## src/rtl/dbank_read_pkg.sv

```systemverilog
package dbank_read_pkg;

  localparam int NUM_BANKS   = 2;
  localparam int BANK_FLD_W  = 2;
  localparam logic [15:0] MFR_CODE = 16'h00BF;

  typedef enum logic [1:0] {
    MODE_ARRAY = 2'd0,
    MODE_ID    = 2'd1,
    MODE_CFI   = 2'd2,
    MODE_RSVD  = 2'd3
  } bankMode_e;

  typedef enum logic [1:0] {
    SRC_ARRAY  = 2'd0,
    SRC_STATUS = 2'd1,
    SRC_ID     = 2'd2,
    SRC_CFI    = 2'd3
  } readSrc_e;

  typedef struct packed {
    logic     load;
    readSrc_e src;
  } rdStrobe_t;

endpackage

```

## src/rtl/dbank_read_ctrl.sv

```systemverilog
module dbank_read_ctrl
  import dbank_read_pkg::*;
#(
  parameter int ADDR_W     = 20,
  parameter int BANK_SPLIT = 1
) (
  input  logic                      clk,
  input  logic                      rstN,
  input  logic                      rdValid,
  input  logic [ADDR_W-1:0]         rdAddr,
  input  logic [NUM_BANKS-1:0]      bankBusy,
  input  logic                      modeWe,
  input  logic                      modeBank,
  input  logic [1:0]                modeSel,
  output rdStrobe_t                 strobe,
  output logic [2*NUM_BANKS-1:0]    bankModeFlat
);

  localparam logic [BANK_FLD_W-1:0] SPLIT_VAL = BANK_FLD_W'(BANK_SPLIT);

  bankMode_e                modeQ [NUM_BANKS];
  logic [BANK_FLD_W-1:0]    bankField;
  logic                     tgtBank;
  bankMode_e                nextMode;
  bankMode_e                tgtMode;

  assign bankField = rdAddr[ADDR_W-1 -: BANK_FLD_W];
  assign tgtBank   = (bankField >= SPLIT_VAL);
  assign nextMode  = (modeSel == MODE_RSVD) ? MODE_ARRAY : bankMode_e'(modeSel);
  assign tgtMode   = modeQ[tgtBank];

  always_ff @(posedge clk or negedge rstN) begin
    if (!rstN) begin
      for (int b = 0; b < NUM_BANKS; b++) modeQ[b] <= MODE_ARRAY;
    end else if (modeWe) begin
      for (int b = 0; b < NUM_BANKS; b++)
        if (modeBank == 1'(b)) modeQ[b] <= nextMode;
    end
  end

  always_comb begin
    strobe.load = rdValid;
    if (bankBusy[tgtBank]) begin
      strobe.src = SRC_STATUS;
    end else begin
      unique case (tgtMode)
        MODE_ID:  strobe.src = SRC_ID;
        MODE_CFI: strobe.src = SRC_CFI;
        default:  strobe.src = SRC_ARRAY;
      endcase
    end
  end

  for (genvar g = 0; g < NUM_BANKS; g++) begin : g_flat
    assign bankModeFlat[2*g +: 2] = modeQ[g];
  end

endmodule

```

## src/rtl/dbank_read_dp.sv

```systemverilog
module dbank_read_dp
  import dbank_read_pkg::*;
#(
  parameter int          ADDR_W      = 20,
  parameter int          DATA_W      = 16,
  parameter logic [15:0] DEVICE_CODE = 16'h22C4
) (
  input  logic              clk,
  input  logic              rstN,
  input  rdStrobe_t         strobe,
  input  logic [ADDR_W-1:0] rdAddr,
  input  logic [DATA_W-1:0] arrayData,
  input  logic [DATA_W-1:0] statusWord,
  output logic [DATA_W-1:0] outData,
  output logic [1:0]        outSrc,
  output logic              outValid
);

  localparam int OFF_W = ADDR_W - BANK_FLD_W;

  logic [OFF_W-1:0]  offset;
  logic [DATA_W-1:0] idWord;
  logic [DATA_W-1:0] cfiWord;
  logic [DATA_W-1:0] selWord;

  assign offset = rdAddr[OFF_W-1:0];

  always_comb begin
    idWord = '0;
    if (offset[OFF_W-1:1] == '0)
      idWord = offset[0] ? DATA_W'(DEVICE_CODE) : DATA_W'(MFR_CODE);
  end

  always_comb begin
    unique case (offset)
      OFF_W'(16): cfiWord = DATA_W'(16'h0051);
      OFF_W'(17): cfiWord = DATA_W'(16'h0052);
      OFF_W'(18): cfiWord = DATA_W'(16'h0059);
      default:    cfiWord = '0;
    endcase
  end

  always_comb begin
    unique case (strobe.src)
      SRC_STATUS: selWord = statusWord;
      SRC_ID:     selWord = idWord;
      SRC_CFI:    selWord = cfiWord;
      default:    selWord = arrayData;
    endcase
  end

  always_ff @(posedge clk or negedge rstN) begin
    if (!rstN) begin
      outData  <= '0;
      outSrc   <= '0;
      outValid <= 1'b0;
    end else begin
      outValid <= strobe.load;
      if (strobe.load) begin
        outData <= selWord;
        outSrc  <= strobe.src;
      end
    end
  end

endmodule

```

## src/rtl/dbank_read_sel.sv

```systemverilog
module dbank_read_sel
  import dbank_read_pkg::*;
#(
  parameter int          ADDR_W      = 20,
  parameter int          DATA_W      = 16,
  parameter int          BANK_SPLIT  = 1,
  parameter logic [15:0] DEVICE_CODE = 16'h22C4
) (
  input  logic              clk,
  input  logic              rstN,
  input  logic              rdValid,
  input  logic [ADDR_W-1:0] rdAddr,
  input  logic [1:0]        bankBusy,
  input  logic              modeWe,
  input  logic              modeBank,
  input  logic [1:0]        modeSel,
  input  logic [DATA_W-1:0] arrayData,
  input  logic [DATA_W-1:0] statusWord,
  output logic [DATA_W-1:0] outData,
  output logic [1:0]        outSrc,
  output logic              outValid
);

  if (ADDR_W < BANK_FLD_W + 5) begin : g_bad_addr
    $error("ADDR_W too small for the query offsets");
  end
  if (BANK_SPLIT < 1 || BANK_SPLIT > 3) begin : g_bad_split
    $error("BANK_SPLIT must be 1 to 3");
  end

  rdStrobe_t                  strobe;
  logic [2*NUM_BANKS-1:0]     bankModeFlat;

  dbank_read_ctrl #(
    .ADDR_W     (ADDR_W),
    .BANK_SPLIT (BANK_SPLIT)
  ) u_ctrl (
    .clk          (clk),
    .rstN         (rstN),
    .rdValid      (rdValid),
    .rdAddr       (rdAddr),
    .bankBusy     (bankBusy),
    .modeWe       (modeWe),
    .modeBank     (modeBank),
    .modeSel      (modeSel),
    .strobe       (strobe),
    .bankModeFlat (bankModeFlat)
  );

  dbank_read_dp #(
    .ADDR_W      (ADDR_W),
    .DATA_W      (DATA_W),
    .DEVICE_CODE (DEVICE_CODE)
  ) u_dp (
    .clk        (clk),
    .rstN       (rstN),
    .strobe     (strobe),
    .rdAddr     (rdAddr),
    .arrayData  (arrayData),
    .statusWord (statusWord),
    .outData    (outData),
    .outSrc     (outSrc),
    .outValid   (outValid)
  );

endmodule

```

## config.mk

```make
export PLATFORM = sky130hd
export DESIGN_NAME = dbank_read_sel
export DESIGN_NICKNAME = d
export VERILOG_FILES = /design/src/rtl/dbank_read_pkg.sv /design/src/rtl/dbank_read_ctrl.sv /design/src/rtl/dbank_read_dp.sv /design/src/rtl/dbank_read_sel.sv
export SDC_FILE = /design/constraint.sdc
export NUM_CORES = 1
export LEC_CHECK = 0
export CAP_MARGIN = 20
export CORE_ASPECT_RATIO = 0.9
export CORE_MARGIN = 8
export CORE_UTILIZATION = 25
export CTS_BUF_LIST = sky130_fd_sc_hd__clkbuf_8
export DETAILED_ROUTE_END_ITERATION = 6
export DONT_BUFFER_PORTS = 1
export PLACE_DENSITY = 0.34
export SLEW_MARGIN = 40
export SYNTH_ARGS = -nofsm -noshare
export SYNTH_HDL_FRONTEND = slang
export SYNTH_SLANG_ARGS = --single-unit
export TNS_END_PERCENT = 100
```

## constraint.sdc

```tcl
create_clock -name clk -period 3.6 [get_ports clk]
set_input_delay 0.72 -clock clk [delete_from_list [all_inputs] [get_ports clk]]
set_output_delay 0.72 -clock clk [all_outputs]
set_load 0.01 [all_outputs]
```

---- After elaboration in Yosys (flattened, before gate mapping) ----
Cells that the tools add are included.
cells by class
  bitwise logic cells ..................... 2
  $mul .................................... 0
  add/sub/neg operators ................... 0
  mux-type cells .......................... 12
  reduce and logical (&&, ||, !) cells .... 3
  magnitude comparators ................... 3
  divide/modulo/power cells ............... 0
  shift operators ......................... 0
  equal/unequal tests ..................... 9
operator list
  cell                   number
  $eq A18 B5 Y1 const B  3
  $pmux W16 S3           1
  $pmux W7 S3            1
  $logic_not A17 Y1      1
  $mux W16               1
  $mux W14               1
  $mux W2                5
  $eq A2 B2 Y1 const B   4
  $eq A2 B1 Y1 const B   2
  $pmux W2 S2            1
  $reduce_and A2 Y1      2
  $ge A2 B1 Y1 const B   1
  $ge A2 B2 Y1 const B   1
  $lt A1 B2 Y1 const B   1
  $mux W1                2
  $not A1 Y2             1
  $not A1 Y1             1
word-level totals
  word-level logic and storage cells ...... 34
  output and inout port bits .............. 19
  input port bits ......................... 61
  flip-flop bits (word level) ............. 23
  bits in latches ......................... 0
  ROM bits ................................ 0
  RAM bits ................................ 0
  memories ................................ 0

---- Depth between registers and ports, before layout ----
Gate-level depths: netlist (run 1).
  word-level depth ........................ 10
  gate-level depth with buffers ........... 8
  gate-level depth less buffers ........... 8

---- Modules after synthesis ----
Synthesis (run 1) repeated with hierarchy kept, for this count alone.
second synthesis, totals
  cells, all modules ...................... 145
  area total of the unflattened synthesis .. 1,362.6 µm²
modules (own cells, without submodules)
  module           area an instance (µm²)  times used  cells an instance  sequential area each (µm²)
  dbank_read_dp    1,102.3                 1           125                475.5
  dbank_read_ctrl  260.2                   1           20                 100.1

---- Worst setup path after synthesis (run 1) ----
No wires, ideal clock.
  path type ............................... input -> register
  start point ............................. input port rdAddr[18]
  end point ............................... register u_dp.outData[4]
  required time ........................... 3,506 ps
  path slack .............................. 967 ps
  cell stages on the path ................. 7
  data arrival time ....................... 2,539 ps
  library setup time ...................... 94 ps
  path buffers ............................ 0
  path through ............................ nor2_1 mux2_2 ha_1 nand3b_1 nor3_4 a31oi_2 a221oi_2
between the ends
  longest elaborated chain between the ends .. 10
  elaborated cells between the ends (all ways) .. 15
  classes of those cells .................. 1 x order compare; 5 x eq/ne; 8 x mux; 1 x bitwise
RTL lines
  element                                       line                   RTL
  start: declaration                            dbank_read_sel.sv:12   input logic [ADDR_W-1:0] rdAddr,
  $ge A2 B1 Y1 *                                dbank_read_ctrl.sv:28  assign tgtBank = (bankField >= SPLIT_VAL);
  $not A1 Y2 (implied by the code)              dbank_read_ctrl.sv:30  assign tgtMode = modeQ[tgtBank];
  $mux W2 (implied by the code) (3 in series)   dbank_read_ctrl.sv:30
  $eq A2 B2 Y1 or $eq A2 B1 Y1 (tied branches)  dbank_read_ctrl.sv:46  unique case (tgtMode)
  $pmux W2 S2                                   dbank_read_ctrl.sv:46
  $mux W2 *                                     dbank_read_ctrl.sv:43  if (bankBusy[tgtBank]) begin
  $eq A2 B2 Y1 or $eq A2 B1 Y1 (tied branches)  dbank_read_dp.sv:44    unique case (strobe.src)
  $pmux W16 S3 *                                dbank_read_dp.sv:44
  end signal: assignment                        dbank_read_dp.sv:60    outData <= selWord;
  end: declaration                              dbank_read_dp.sv:14    output logic [DATA_W-1:0] outData,
Mark *: on every way between the ends. The rest lies on a longest branch, timed or not. The select of a mux whose other input is x is not followed.
A chain may end at the register's enable or synchronous reset.

---- Final worst setup path (run 1) ----
Ends and elaborated chain as after synthesis.

==> results of run 1 <==
-- path summary, 6_finish.rpt --
check                                       startpoint  slack (ps)                     end  cells past startpoint
worst max-delay path                        rdAddr[18]        1000         u_dp.outData[4]                      7
worst min-delay path                              rstN         130         u_dp.outData[3]                      0
worst max register to register  u_ctrl.bankModeFlat[1]        1330         u_dp.outData[4]                      6
worst min register to register  u_ctrl.bankModeFlat[3]         510  u_ctrl.bankModeFlat[3]                      1
max in group asynchronous                         rstN        3380          u_dp.outSrc[1]                      0
min in group clk                               rdValid         470           u_dp.outValid                      0
-- cell families after synthesis --
family,after synthesis
compound gates,47
simple gates,40
mux,7
buf+inv,14
flops,23
fa+ha+maj,1
-- cells in the mapped netlist (all sizes together) --
library cell | count | area (µm²)
a21o | 1 | 7.51
a21oi | 12 | 60.1
a221oi | 4 | 47.6
a22oi | 10 | 75.1
a31oi | 3 | 25.0
and2 | 1 | 8.76
and3b | 1 | 12.5
buf | 3 | 20.0
clkbuf | 4 | 15.0
dfrtp | 23 | 576
ha | 1 | 12.5
inv | 7 | 26.3
mux2 | 5 | 56.3
mux2i | 2 | 20.0
nand2 | 7 | 26.3
nand2b | 3 | 18.8
nand3 | 1 | 5.00
nand3b | 1 | 7.51
nand4b | 1 | 8.76
nor2 | 13 | 48.8
nor2b | 3 | 18.8
nor3 | 4 | 31.3
nor3b | 1 | 7.51
nor4 | 3 | 18.8
o21a | 3 | 22.5
o21ai | 6 | 33.8
o22ai | 8 | 50.1
or3b | 1 | 11.3
-- per-layer routing --
| metal | global-route usage | routed length, µm |
|---|---|---|
| met1 | 0.112 | 1540 |
| met2 | 0.178 | 2000 |
| met3 | 0.0531 | 388 |
| met4 | 0.0178 | 19 |
| met5 | 0 | 0 |
-- per-stage QoR --
step,utilization,std cells,cell area (µm²),setup WS [ps],power [W]
after floorplan,-,132,1270,967,0.000485
after global placement,0.271,190,1320,771,0.000512
after detailed placement,0.271,190,1320,690,0.000515
after CTS,0.280,194,1360,980,0.000689
after global routing,0.280,194,1360,777,0.000723
final,0.280,194,1360,997,0.000674
-- state kept, by name, indices dropped and copies added (netlist names) --
signal	count
u_dp.outData	16
u_ctrl.bankModeFlat	4
u_dp.outSrc	2
u_dp.outValid	1
-- layout make-up --
type / instances / area [µm²]
Clock buffer: 3 / 41.3
Clock inverter: 1 / 5.00
Fill cell: 537 / 3500
Inverter: 7 / 26.3
Sequential cell: 23 / 576
Tap cell: 65 / 81.3
Multi-Input combinational cell: 95 / 634
-- worst max-delay path: stages --
cell      delay (ps)
nor2_1           180
mux2_2           360
ha_1             320
nand3b_1         300
nor3_4           400
a31oi_2          230
a221oi_2         290
-- power groups by stage --
| stage | Combinational, W | Clock (W) | Sequential, W |
|---|---|---|---|
| CTS | 0.000152 | 0.000178 | 0.000360 |
| detailed placement | 0.000151 | 0 | 0.000364 |
| finish | 0.000149 | 0.000168 | 0.000356 |
| global placement | 0.000147 | 0 | 0.000365 |
| floorplan | 0.000134 | 0 | 0.000351 |
| global route | 0.000170 | 0.000189 | 0.000364 |
==> flow_metrics.tcl, run 1 <==
set metrics [dict create \
    min_period_ps 2600 \
    grt_util_all_layers 0.104 \
    initial_core_util 0.261 \
    synth-xor-area-share 0 \
    die_w_um 91.2 \
    drt_iter0_markers 32 \
    insertion_delay_ps 270 \
    slew_headroom 0.541 \
    timing.hold.ws_ps 133 \
    cts_setup_buffers 0 \
    hold_buffers 0 \
    portBuffers 0 \
    final_common_cell "dfrtp_1" \
    antenna_left 0 \
    die_area_um2 7630 \
    cap_violations 0 \
    setup_violations 0 \
    outcome "finished clean" \
    grt_pass1_vias 1134 \
    grt_max_degree 38 \
    yosys_warnings 0 \
    hold_violations 0 \
    ys_seq_elements 23 \
    comb_power_share 0.222 \
    antenna_found_initial 0 \
    cp.required_ps 3790 \
    final_cell_mix "dfrtp_1, nor2_1, a21oi_1" \
    rsz0062_at_grt "no" \
    critical_path_class "in2reg" \
    cts_resized 0 \
    via_per_inst 5.20 \
    crit_arrival_ps 2790 \
    diodes 0 \
    grt_pass1_wl_um 6250 \
    cp_max_fo 10 \
    hold_class "in2async" \
    syn-cell-area_um2 1270 \
    ctsHtreeMaxLevel 1 \
    peakVddDrop_mv 0.138 \
    synth.distinct_cells 34 \
    cp-start-kind "primary input" \
    power_frac_clock 0.249 \
    die_y_um 83.7 \
    p_leak_nw 0.546 \
    power.share.switching 0.332 \
    hpwlAfterDp_um 3130 \
    cts_tree "yes" \
    routed_wl_um 3950 \
    clk_pin_slew_ps 90 \
    drive_above_1_share 0.132 \
    synth_compound_area_frac 0.253 \
    power.density_nw_per_um2 494 \
    grt_overflow_total 0 \
    placement_rows 24 \
    p_seq_frac 0.529 \
    root_buffer "clkbuf_8" \
    switchingPower_w 0.000223 \
    syn_nets 194 \
    synthCells 132 \
    wl_per_cell_um 20.3 \
    synth_top_family_by_area "compound AO/OA/AOI/OAI gates" \
    cts_made_buffers 3 \
    vias 1008 \
    syn_to_final_growth_pct 7.28 \
    clock_path_buffers 2 \
    avgSynthCellArea_um2 9.63 \
    fin_nets 192 \
    synthMuxAreaShare 0.0600 \
    maxSlewViolCount 0 \
    min_period_over_period 0.723 \
    dr.pass1.iters 2 \
    drc_errors 0 \
    core_um2 4860 \
    synthSimpleGateAreaFrac 0.176 \
    fmax_mhz 384 \
    fin_skew_ps 4.54 \
    io_pins 80 \
    critPathCaptureType "register" \
    synth_fa_ha_area_frac 0.00984 \
    setup_tns_ps 0 \
    cts_sinks 23 \
    worst_slew_pin_slew_ps 683 \
    p_int_w 0.000450 \
    place_congestion 0.712 \
    seq_area_frac_synth 0.453 \
]
Note: power is estimated with default switching activity, not from simulation.
==> run 2: changes to the inputs <==
--- a/config.mk
+++ b/config.mk
@@ -12,7 +12,7 @@
 export CTS_BUF_LIST = sky130_fd_sc_hd__clkbuf_8
 export DETAILED_ROUTE_END_ITERATION = 6
 export DONT_BUFFER_PORTS = 1
-export PLACE_DENSITY = 0.34
+export PLACE_DENSITY = 0.36
 export SLEW_MARGIN = 40
 export SYNTH_ARGS = -nofsm -noshare
 export SYNTH_HDL_FRONTEND = slang
==> constraint.sdc (replaced) <==
create_clock -name clk -period 2.3 [get_ports clk]
set_input_delay 0.46 -clock clk [delete_from_list [all_inputs] [get_ports clk]]
set_output_delay 0.46 -clock clk [all_outputs]
set_load 0.01 [all_outputs]
==> run 2 against run 1 <==
Sequential power grew 58%. Final area increased by 8.7%. Routed wire length grew 2.4%. Power increased by 64%. Hold slack better by 80 ps. Clock-buffer cell count is the same. Combinational power rose by 88%. Die area unchanged. Register-to-register slack got worse by 1100 ps. First-iteration DRC count is 13% higher. Clock skew shrank 1.3 ps. Largest cell class unchanged. Highest routed layer unchanged.
==> flow_metrics.tcl, run 2 (synthesized netlist as in run 1, its figures left out) <==
set metrics [dict create \
    p_leak_nw 0.598 \
    multi_input_area_um2 671 \
    via_per_inst 5.22 \
    core_um2 4860 \
    regMostFlops "u_dp.outData" \
    grt_max_degree 38 \
    min_period_over_period 0.879 \
    critical_path_class "reg2reg" \
    crit_arrival_ps 2200 \
    maxSlewViolCount 0 \
    regArea_um2 576 \
    cap_violations 0 \
    drive_above_1_share 0.203 \
    clk_pin_slew_ps 90 \
    diodes 0 \
    antenna_found_initial 0 \
    grt_overflow_total 0 \
    io_pins 80 \
    ctsHtreeMaxLevel 1 \
    slew_headroom 0.715 \
    largest_register_ffs 16 \
    grt_pass1_wl_um 6300 \
    die_area_um2 7630 \
    final-instance-count-excl-fill 203 \
    routed_wl_um 4040 \
    outcome "finished clean" \
    worst_slew_pin_slew_ps 424 \
    wl_per_cell_um 19.9 \
    peakVddDrop_mv 0.242 \
    root_buffer "clkbuf_8" \
    cp.required_ps 2480 \
    insertion_delay_ps 270 \
    total_power_w 0.00110 \
    fmax_mhz 495 \
    cts_resized 0 \
    final_common_cell "dfrtp_1" \
    portBuffers 0 \
    fin_nets 201 \
    placement_rows 24 \
    setup_tns_ps 0 \
    die_w_um 91.2 \
    grt_util_all_layers 0.104 \
    drt_iter0_markers 36 \
    cp_max_fo 5 \
    rsz0062_at_grt "no" \
    dr.pass1.iters 4 \
    vias 1060 \
    place_congestion 0.766 \
    hold_class "in2reg" \
    cts_tree "yes" \
    grt_pass1_vias 1150 \
    clock_path_buffers 2 \
    fillers 531 \
    worst_slack_ps 278 \
    cp-start-kind "register" \
    antenna_left 0 \
    fin_skew_ps 3.24 \
    hold_violations 0 \
    power.density_nw_per_um2 743 \
    drc_errors 0 \
    critPathCaptureType "register" \
    cts_sinks 23 \
    die_y_um 83.7 \
    setup_violations 0 \
    min_period_ps 2020 \
    place_inst 197 \
    initial_core_util 0.261 \
    final_cell_mix "dfrtp_1, nor2_1, a21oi_1" \
    pre_cts_ws_ps 28.2 \
    syn_to_final_growth_pct 16.6 \
    cts_made_buffers 3 \
    hpwlAfterDp_um 3280 \
    timing.hold.ws_ps 213 \
]
-- run 2: where the power goes --
group          total [W]  internal (W)  switching, W
registers       0.000563      0.000476     0.0000867
clock network   0.000259      0.000121      0.000138
logic           0.000280      0.000141      0.000139
total            0.00110      0.000738      0.000364
-- run 2: metrics by stage --
step / utilization / cell area [µm²]
final: 0.305 / 1480
after global routing: 0.305 / 1480
after CTS: 0.305 / 1480
after detailed placement: 0.289 / 1410
after global placement: 0.289 / 1410
after floorplan: - / 1310
-- run 2: final timing paths --
check,to,slack [ps],cells past startpoint,start
setup / recovery,u_dp.outData[4],280,6,u_ctrl.bankModeFlat[3]
hold / removal,u_dp.outValid,210,0,rdValid
setup reg to reg,u_dp.outData[4],280,6,u_ctrl.bankModeFlat[3]
hold reg to reg,u_ctrl.bankModeFlat[3],520,1,u_ctrl.bankModeFlat[3]
max in group asynchronous,u_dp.outData[7],1550,2,rstN
min in group asynchronous,u_ctrl.bankModeFlat[0],610,2,rstN
-- run 2: cell type report --
cell class | count | area share
multi-input combinational | 95 | 0.452
timing repair buffer | 9 | 0.0557
tap | 65 | 0.0549
inverter | 7 | 0.0177
clock inverter | 1 | 0.00338
clock buffer | 3 | 0.0278
sequential | 23 | 0.388
-- run 2: critical path, stage by stage (launching register included) --
cell and delay (ps):
dfrtp_1 380, mux2_4 280, ha_4 230, nand3b_1 220
nor3_4 350, a31oi_4 180, a221oi_2 290
-- run 2: per-layer routing --
metal	track usage	vias to the layer above	wire, µm
met5	0	-	0
met4	0.0223	0	53
met3	0.0621	4	482
met2	0.161	53	1870
met1	0.118	506	1630
li1	-	497	-
-- run 2: what timing repair did --
action / in CTS / in global routing
buffers inserted: 0 / 0
hold endpoints to repair: 23 / 0
hold buffers: 2 / 0
